File: src/rtl/psw_pkg.sv
// Package: shared widths, field positions and reset value of the status word.
// Assumes the low byte layout (MSB to LSB): nmi-in-service, exc-in-service,
// irq-disable, saturated, carry, overflow, sign, zero.
package psw_pkg;
    localparam int WORD_W   = 32;
    localparam int FLAG_W   = 8;
    localparam int RSV_W    = WORD_W - FLAG_W;

    localparam int POS_Z    = 0;
    localparam int POS_S    = 1;
    localparam int POS_OV   = 2;
    localparam int POS_CY   = 3;
    localparam int POS_SAT  = 4;
    localparam int POS_ID   = 5;
    localparam int POS_EP   = 6;
    localparam int POS_NP   = 7;

    localparam logic [FLAG_W-1:0] FLAGS_RESET = 8'h20;

    typedef struct packed {
        logic np;
        logic ep;
        logic id;
        logic sat;
        logic cy;
        logic ov;
        logic s;
        logic z;
    } psw_flags_t;
endpackage

File: src/rtl/psw_arith_flags.sv
// Module: arithmetic condition flags and the sticky saturation flag.
// Assumes a software load has priority over ALU and saturation updates.
module psw_arith_flags
    import psw_pkg::*;
(
    input  logic       clk,
    input  logic       rst_n,
    input  logic       alu_flag_we,
    input  logic [3:0] alu_cozs,     // {carry, ovf, sign, zero}
    input  logic       sat_event,
    input  logic       sw_load,
    input  logic [4:0] sw_bits,      // {sat, cy, ov, s, z}
    output logic [4:0] arith_q       // {sat, cy, ov, s, z}
);
    logic [3:0] cozs_q;
    logic       sat_q;

    // Purpose: update the four condition flags from the ALU or a load.
    always_ff @(posedge clk) begin
        if (!rst_n)
            cozs_q <= FLAGS_RESET[3:0];
        else if (sw_load)
            cozs_q <= sw_bits[3:0];
        else if (alu_flag_we)
            cozs_q <= alu_cozs;
    end

    // Purpose: sticky saturation flag, cleared only by a software load.
    always_ff @(posedge clk) begin
        if (!rst_n)
            sat_q <= FLAGS_RESET[POS_SAT];
        else if (sw_load)
            sat_q <= sw_bits[4];
        else if (sat_event)
            sat_q <= 1'b1;
    end

    assign arith_q = {sat_q, cozs_q};

    assert_sat_sticky_R5: assert property (@(posedge clk) disable iff (!rst_n)
        (sat_q && !sw_load) |=> sat_q);
    assert_sat_sets_R5: assert property (@(posedge clk) disable iff (!rst_n)
        (sat_event && !sw_load) |=> sat_q);
endmodule

File: src/rtl/psw_ctrl_flags.sv
// Module: NMI-in-service, exception-in-service and interrupt-disable bits.
// Assumes an acknowledge that coincides with a software load is held pending
// and applied on the first following cycle without a load.
module psw_ctrl_flags
    import psw_pkg::*;
(
    input  logic       clk,
    input  logic       rst_n,
    input  logic       sw_load,
    input  logic [2:0] sw_bits,     // {np, ep, id}
    input  logic       nmi_ack,
    input  logic       exc_ack,
    output logic [2:0] ctrl_q,      // {np, ep, id}
    output logic       np_pending
);
    logic np_q, ep_q, id_q;
    logic pend_np_q, pend_ep_q;

    // Purpose: load or set the control bits and track deferred sets.
    always_ff @(posedge clk) begin
        if (!rst_n) begin
            np_q      <= FLAGS_RESET[POS_NP];
            ep_q      <= FLAGS_RESET[POS_EP];
            id_q      <= FLAGS_RESET[POS_ID];
            pend_np_q <= 1'b0;
            pend_ep_q <= 1'b0;
        end else if (sw_load) begin
            np_q      <= sw_bits[2];
            ep_q      <= sw_bits[1];
            id_q      <= sw_bits[0];
            pend_np_q <= pend_np_q | nmi_ack;
            pend_ep_q <= pend_ep_q | exc_ack;
        end else begin
            if (nmi_ack || pend_np_q) np_q <= 1'b1;
            if (exc_ack || pend_ep_q) ep_q <= 1'b1;
            pend_np_q <= 1'b0;
            pend_ep_q <= 1'b0;
        end
    end

    assign ctrl_q     = {np_q, ep_q, id_q};
    assign np_pending = pend_np_q;

    assert_pend_np_lands_R9: assert property (@(posedge clk) disable iff (!rst_n)
        (pend_np_q && !sw_load) |=> np_q);
    assert_pend_ep_lands_R9: assert property (@(posedge clk) disable iff (!rst_n)
        (pend_ep_q && !sw_load) |=> ep_q);
endmodule

File: src/rtl/psw_irq_gate.sv
// Module: combinational interrupt acceptance.
// Assumes the pending NMI set counts as NMI in service.
module psw_irq_gate (
    input  logic mi_req,
    input  logic nmi_req,
    input  logic id,
    input  logic np,
    input  logic np_pending,
    output logic mi_accept,
    output logic nmi_accept
);
    logic nmi_busy;

    // Purpose: form the accept decisions from the current control bits.
    always_comb begin
        nmi_busy   = np | np_pending;
        mi_accept  = mi_req & ~id & ~nmi_busy;
        nmi_accept = nmi_req & ~nmi_busy;
    end
endmodule

File: src/rtl/cpu_status_word.sv
// Module: top of the processor status word.
// Assumes the reserved upper bits are never stored; they are driven as 0.
module cpu_status_word
    import psw_pkg::*;
(
    input  logic              clk,
    input  logic              rst_n,
    input  logic              alu_flag_we,
    input  logic              alu_zero,
    input  logic              alu_sign,
    input  logic              alu_ovf,
    input  logic              alu_carry,
    input  logic              sat_event,
    input  logic              sw_load,
    input  logic [WORD_W-1:0] sw_data,
    input  logic              nmi_ack,
    input  logic              exc_ack,
    input  logic              mi_req,
    input  logic              nmi_req,
    output logic [WORD_W-1:0] status_word,
    output logic              mi_accept,
    output logic              nmi_accept
);
    logic [4:0] arith_q;
    logic [2:0] ctrl_q;
    logic       np_pending;
    psw_flags_t flags;

    psw_arith_flags u_arith (
        .clk         (clk),
        .rst_n       (rst_n),
        .alu_flag_we (alu_flag_we),
        .alu_cozs    ({alu_carry, alu_ovf, alu_sign, alu_zero}),
        .sat_event   (sat_event),
        .sw_load     (sw_load),
        .sw_bits     (sw_data[POS_SAT:POS_Z]),
        .arith_q     (arith_q)
    );

    psw_ctrl_flags u_ctrl (
        .clk        (clk),
        .rst_n      (rst_n),
        .sw_load    (sw_load),
        .sw_bits    (sw_data[POS_NP:POS_ID]),
        .nmi_ack    (nmi_ack),
        .exc_ack    (exc_ack),
        .ctrl_q     (ctrl_q),
        .np_pending (np_pending)
    );

    // Purpose: assemble the architectural flag byte from both units.
    always_comb begin
        flags = psw_flags_t'({ctrl_q, arith_q});
    end

    assign status_word = {{RSV_W{1'b0}}, flags};

    psw_irq_gate u_gate (
        .mi_req     (mi_req),
        .nmi_req    (nmi_req),
        .id         (flags.id),
        .np         (flags.np),
        .np_pending (np_pending),
        .mi_accept  (mi_accept),
        .nmi_accept (nmi_accept)
    );

    assert_load_visible_R3: assert property (@(posedge clk) disable iff (!rst_n)
        sw_load |=> status_word[FLAG_W-1:0] == $past(sw_data[FLAG_W-1:0]));
    assert_alu_update_R4: assert property (@(posedge clk) disable iff (!rst_n)
        (alu_flag_we && !sw_load) |=>
            status_word[POS_CY:POS_Z] == $past({alu_carry, alu_ovf, alu_sign, alu_zero}));
    assert_nmi_sets_np_R6: assert property (@(posedge clk) disable iff (!rst_n)
        (nmi_ack && !sw_load) |=> status_word[POS_NP]);
    assert_mi_gated_R7: assert property (@(posedge clk) disable iff (!rst_n)
        mi_accept |-> (!status_word[POS_ID] && !status_word[POS_NP]));
    assert_nmi_gated_R8: assert property (@(posedge clk) disable iff (!rst_n)
        nmi_accept |-> !status_word[POS_NP]);
    assert_reserved_low_R2: assert property (@(posedge clk) disable iff (!rst_n)
        sw_load |=> status_word[WORD_W-1:FLAG_W] == '0);
endmodule

File: config.mk
export PLATFORM = sky130hd
export DESIGN_NAME = cpu_status_word
export DESIGN_NICKNAME = d
export VERILOG_FILES = /design/src/rtl/psw_pkg.sv /design/src/rtl/psw_arith_flags.sv /design/src/rtl/psw_ctrl_flags.sv /design/src/rtl/psw_irq_gate.sv /design/src/rtl/cpu_status_word.sv
export SDC_FILE = /design/constraint.sdc
export NUM_CORES = 1
export LEC_CHECK = 0
export CORE_ASPECT_RATIO = 1.25
export CORE_UTILIZATION = 28
export CTS_CLUSTER_SIZE = 28
export DETAILED_ROUTE_END_ITERATION = 8
export PLACE_DENSITY_LB_ADDON = 0.25
export SLEW_MARGIN = 40
export SYNTH_ARGS = -nofsm -noshare
export SYNTH_HDL_FRONTEND = slang
export SYNTH_SLANG_ARGS = --single-unit
File: constraint.sdc
create_clock -name clk -period 1.1 [get_ports clk]
set_input_delay 0.11 -clock clk [delete_from_list [all_inputs] [get_ports clk]]
set_output_delay 0.11 -clock clk [all_outputs]
set_load 0.01 [all_outputs]
; ---- Yosys cells after proc, flatten, opt, wreduce, memory -nomap -nowiden
; Cells that the tools add are included.
[word_totals]
ff_bits = 10
inputBits = 45
[op_classes]
reduce_logical = 7
n_mux = 8
n_bitwise = 8
[op_table]
columns = operator, count
row1 = $mux W4, 2
row2 = $reduce_bool A2 Y1, 4
row3 = $mux W1, 6
row4 = $and A1 B1 Y1, 3
row5 = $or A1 B1 Y1, 3
row6 = $logic_or A1 B1 Y1, 2
row7 = $not A1 Y1, 2
row8 = $reduce_and A2 Y1, 1

; ---- Depth between registers and ports, before layout
[logic_depth]
word_depth = 3
ltp_mapped = 3
depth_no_buf = 2

; ---- Modules after synthesis
; A second synthesis with hierarchy kept.
[hier_totals]
cells_unflattened = 70
area_unflattened_um2 = 636.9
[by_module_without_submodules]
columns = module, seq_area_each_um2, n_inst, area_each_um2, cells_per_inst
row1 = psw_arith_flags, 100.1, 1, 239.0, 21
row2 = psw_ctrl_flags, 100.1, 1, 191.4, 22
row3 = cpu_status_word, 0.0, 1, 183.9, 25
row4 = psw_irq_gate, 0.0, 1, 22.5, 2

; ---- Least setup slack after synthesis
; No wires, ideal clock.
[synth_path]
path_type = reg-to-output
startpoint = register u_ctrl.np_q
endpoint = output mi_accept
arrival_ns = 0.796
path_stages_with_launch = 2
n_path_buf = 0
path_slack_ns = 0.194
path_cell_list = dfxtp_1 -> nor4b_1
[synth_via]
elab_chain_cells = 3
[synth_lines]
columns = item, line
row1 = from (decl), psw_ctrl_flags.sv:16  ; logic np_q, ep_q, id_q;
row2 = from (signal assigned), psw_ctrl_flags.sv:22  ; np_q <= FLAGS_RESET[POS_NP];
row3 = from (signal assigned), psw_ctrl_flags.sv:28  ; np_q <= sw_bits[2];
row4 = $or A1 B1 Y1, psw_irq_gate.sv:16  ; nmi_busy = np | np_pending;
row5 = $not A1 Y1, psw_irq_gate.sv:17  ; mi_accept = mi_req & ~id & ~nmi_busy;
row6 = $and A1 B1 Y1, psw_irq_gate.sv:17
row7 = to (decl), cpu_status_word.sv:21  ; output logic mi_accept,
; Every way passes these cells.

; ---- Worst setup path after layout
; Same ends and word-level chain as after synthesis.

==> results.yml <==
route:
  drc: 0
  drtPass1Iterations: 2
  wire_per_inst_um: 8.662
  drt_iter0_markers: 1
  via_per_inst: 3.721
  wirelength_mm: 1.178
  via_count: 506
  ant_nets: 0
setup_path:
  max_stage_delay_ns: 0.34
  r2r-start: "u_ctrl.np_q"
  path_class: "register to primary output"
  startpoint_type: "register"
  crit_required_ns: 0.99
  path_cells: "nor4b_2, buf_2"
  r2r_cells: 3
  arrival_ns: 1.02
  crit_buf_inv: 1
  rr_endpoint: "u_ctrl.np_q"
  crit_start: "u_ctrl.np_q"
  worst_path_dominant_cell_family: "flip-flops"
  cp_max_fo: 4
  cpMaxStageDelayCell: "dfxtp_2"
  reg2reg_slack_ns: 0.20
  worstSetupEndpointType: "primary output"
grt:
  grt_pass1_wl_mm: 1.745
  grt_max_degree: 14
  met3_usage_pct: 3.247
  antenna_found_initial: 0
  use_met2_pct: 17.60
  grt_util_met1_pct: 8.167
  busiest_layer: "met2"
  overflow: 0
  grt_pass1_vias: 457
  grtUsageTotal_pct: 9.463
cts:
  cts_resized: 20
  clk_latency_ns: 0.26
  ctsHoldBuffers: 0
  clock-sinks: 10
  cts_root_buffer: "clkbuf_4"
  htree_levels: 1
  postCtsSetupRepairBufs: 0
  cts_made_buffers: 3
  cts.clk_slew.worst_paths_ns: 0.07
  cts_tree: "done"
  clockBufferDepth: 2
layout:
  most-common-layout-cells: "conb_1, clkdlybuf4s50_1, dfxtp_1"
  multi_input_area_um2: 309.0
  drive_gt1_share_pct: 18.10
  fill_cells: 250
  regArea_um2: 202.7
  synthToLayoutAreaGrowth_pct: 41.79
  final_nets: 151
  diodes: 0
  layout_commonest_cell: "conb_1"
  post-route-util_pct: 42.05
hold_path:
  holdPathStages: 3
  holdCritPathClass: "input port to register"
  hold_path.startpoint: "sw_data[6]"
  hold_end: "u_ctrl.ep_q"
power_and_ir_drop:
  ir_drop_v: 0.0005267
  total_power_uw: 975.0
  p_leak_uw: 0.0004422
  powerDensity_nw_per_um2: 1049
status:
  outcome: "finished with violations"
  violations: "setup timing"
logic_synthesis:
  synth_compound_area_share_pct: 7.634
  syn_avg_cell_area_um2: 8.981
  netlist_area_um2: 655.6
  synthXorXnorAreaFrac_pct: 0
  yosysSeqAreaShare_pct: 30.53
  synth_warnings: 0
  synth_top_family_by_area: "buffers and inverters"
  ys_ff_latch: 10
  synth_mux_area_share_pct: 7.634
  synthCells: 73
  synthSimpleGateAreaFrac_pct: 16.41
  synth-adder-area-share_pct: 0
  ys_types: 17
sta:
  hold_viol: 0
  fin_setup_tns_ns: -0.03165
  fin_crit_sh_pct: 102.9
  drv_slew: 0
  fmax_mhz: 883.7
  rsz0062_at_grt: "true"
  setup_ws_ns: -0.03165
  setup_viol_count_final: 1
  period_needed_ns: 1.132
  final.setup_skew_ns: 0.0006486
die:
  die-area_um2: 2540
  start_util_pct: 29.65
  die_y_um: 56.10
  core_um2: 2211
  rows: 19
  ioPinCount: 79
  die_w_um: 45.28
flow_run:
  cap_viol_max_count: 0
place:
  port_buffers: 30
  place_congestion: 0.6463
  dp_hpwl_um: 954.2
-- synth_stat cells --
master | instances | area [µm²]
buf_4 | 28 | 210.2
dfxtp_1 | 10 | 200.2
nor2b_1 | 6 | 37.54
mux2i_1 | 5 | 50.05
nor2_1 | 5 | 18.77
a211oi_1 | 3 | 22.52
nor3_1 | 3 | 15.01
buf_6 | 2 | 22.52
inv_1 | 2 | 7.510
nand2_1 | 2 | 7.510
a211oi_2 | 1 | 12.51
a221oi_2 | 1 | 15.01
conb_1 | 1 | 3.750
inv_2 | 1 | 3.750
nor3b_1 | 1 | 7.510
nor4_2 | 1 | 12.51
nor4b_1 | 1 | 8.760
-- through the flow --
step	std cells	cell area, µm²	setup slack (ns)	hold slack (ns)
6_report	136	929.6	-0.03165	0.4172
5_1_grt	136	929.6	-0.1040	0.4284
4_1_cts	136	928.4	-0.05810	0.4139
3_5_place_dp	132	898.4	-0.4473	0.4779
3_3_place_gp	132	898.4	-0.3656	0.4615
2_1_floorplan	96	742.0	0.1938	0.1719
-- cell families (layout without fill, tap and decap cells) --
family,Yosys count,after routing
other cells,1,24
flops,10,10
mux,5,5
simple gates,19,19
buf+inv,33,42
compound gates,5,5
-- tightest hold or removal path, stage by stage --
cell and delay (ns):
clkdlybuf4s50_1 0.40, inv_1 0.07, a221oi_2 0.05
-- sequential cells by signal, indices dropped and copies added, names as in the netlist --
signal and flops:
u_ctrl.ep_q 1, u_arith.sat_q 1, u_ctrl.pend_ep_q 1, u_ctrl.id_q 1
u_ctrl.np_q 1, u_arith.cozs_q 4, u_ctrl.np_pending 1
-- where the power goes --
part | internal [µW] | total (µW) | switching, µW
logic | 136 | 247 | 111
clock network | 201 | 326 | 125
registers | 389 | 402 | 13.8
total | 725 | 975 | 250
-- how the worst max path moves through the flow --
stage,endpoint,slack (ns),depth (start not counted)
2_1_floorplan,mi_accept,0.19,1
3_3_place_gp,mi_accept,-0.37,3
3_5_place_dp,mi_accept,-0.45,3
4_1_cts,mi_accept,-0.06,2
5_1_grt,mi_accept,-0.10,2
6_report,mi_accept,-0.03,2
-- cell type report --
class,count,share of cell area [%]
inverter,3,1.211
sequential,10,21.80
multi-input combinational,53,33.24
timing repair buffer,35,35.67
tap,31,4.172
clock buffer,4,3.903
-- routing by layer --
| layer | up-vias | share of wire [%] | wire (µm) |
|---|---|---|---|
| li1 | 251 | - | - |
| met1 | 219 | 37 | 439 |
| met2 | 36 | 52 | 614 |
| met3 | 0 | 11 | 125 |
| met4 | 0 | 0 | 0 |
| met5 | - | 0 | 0 |
(Power assumes the default switching activity.)
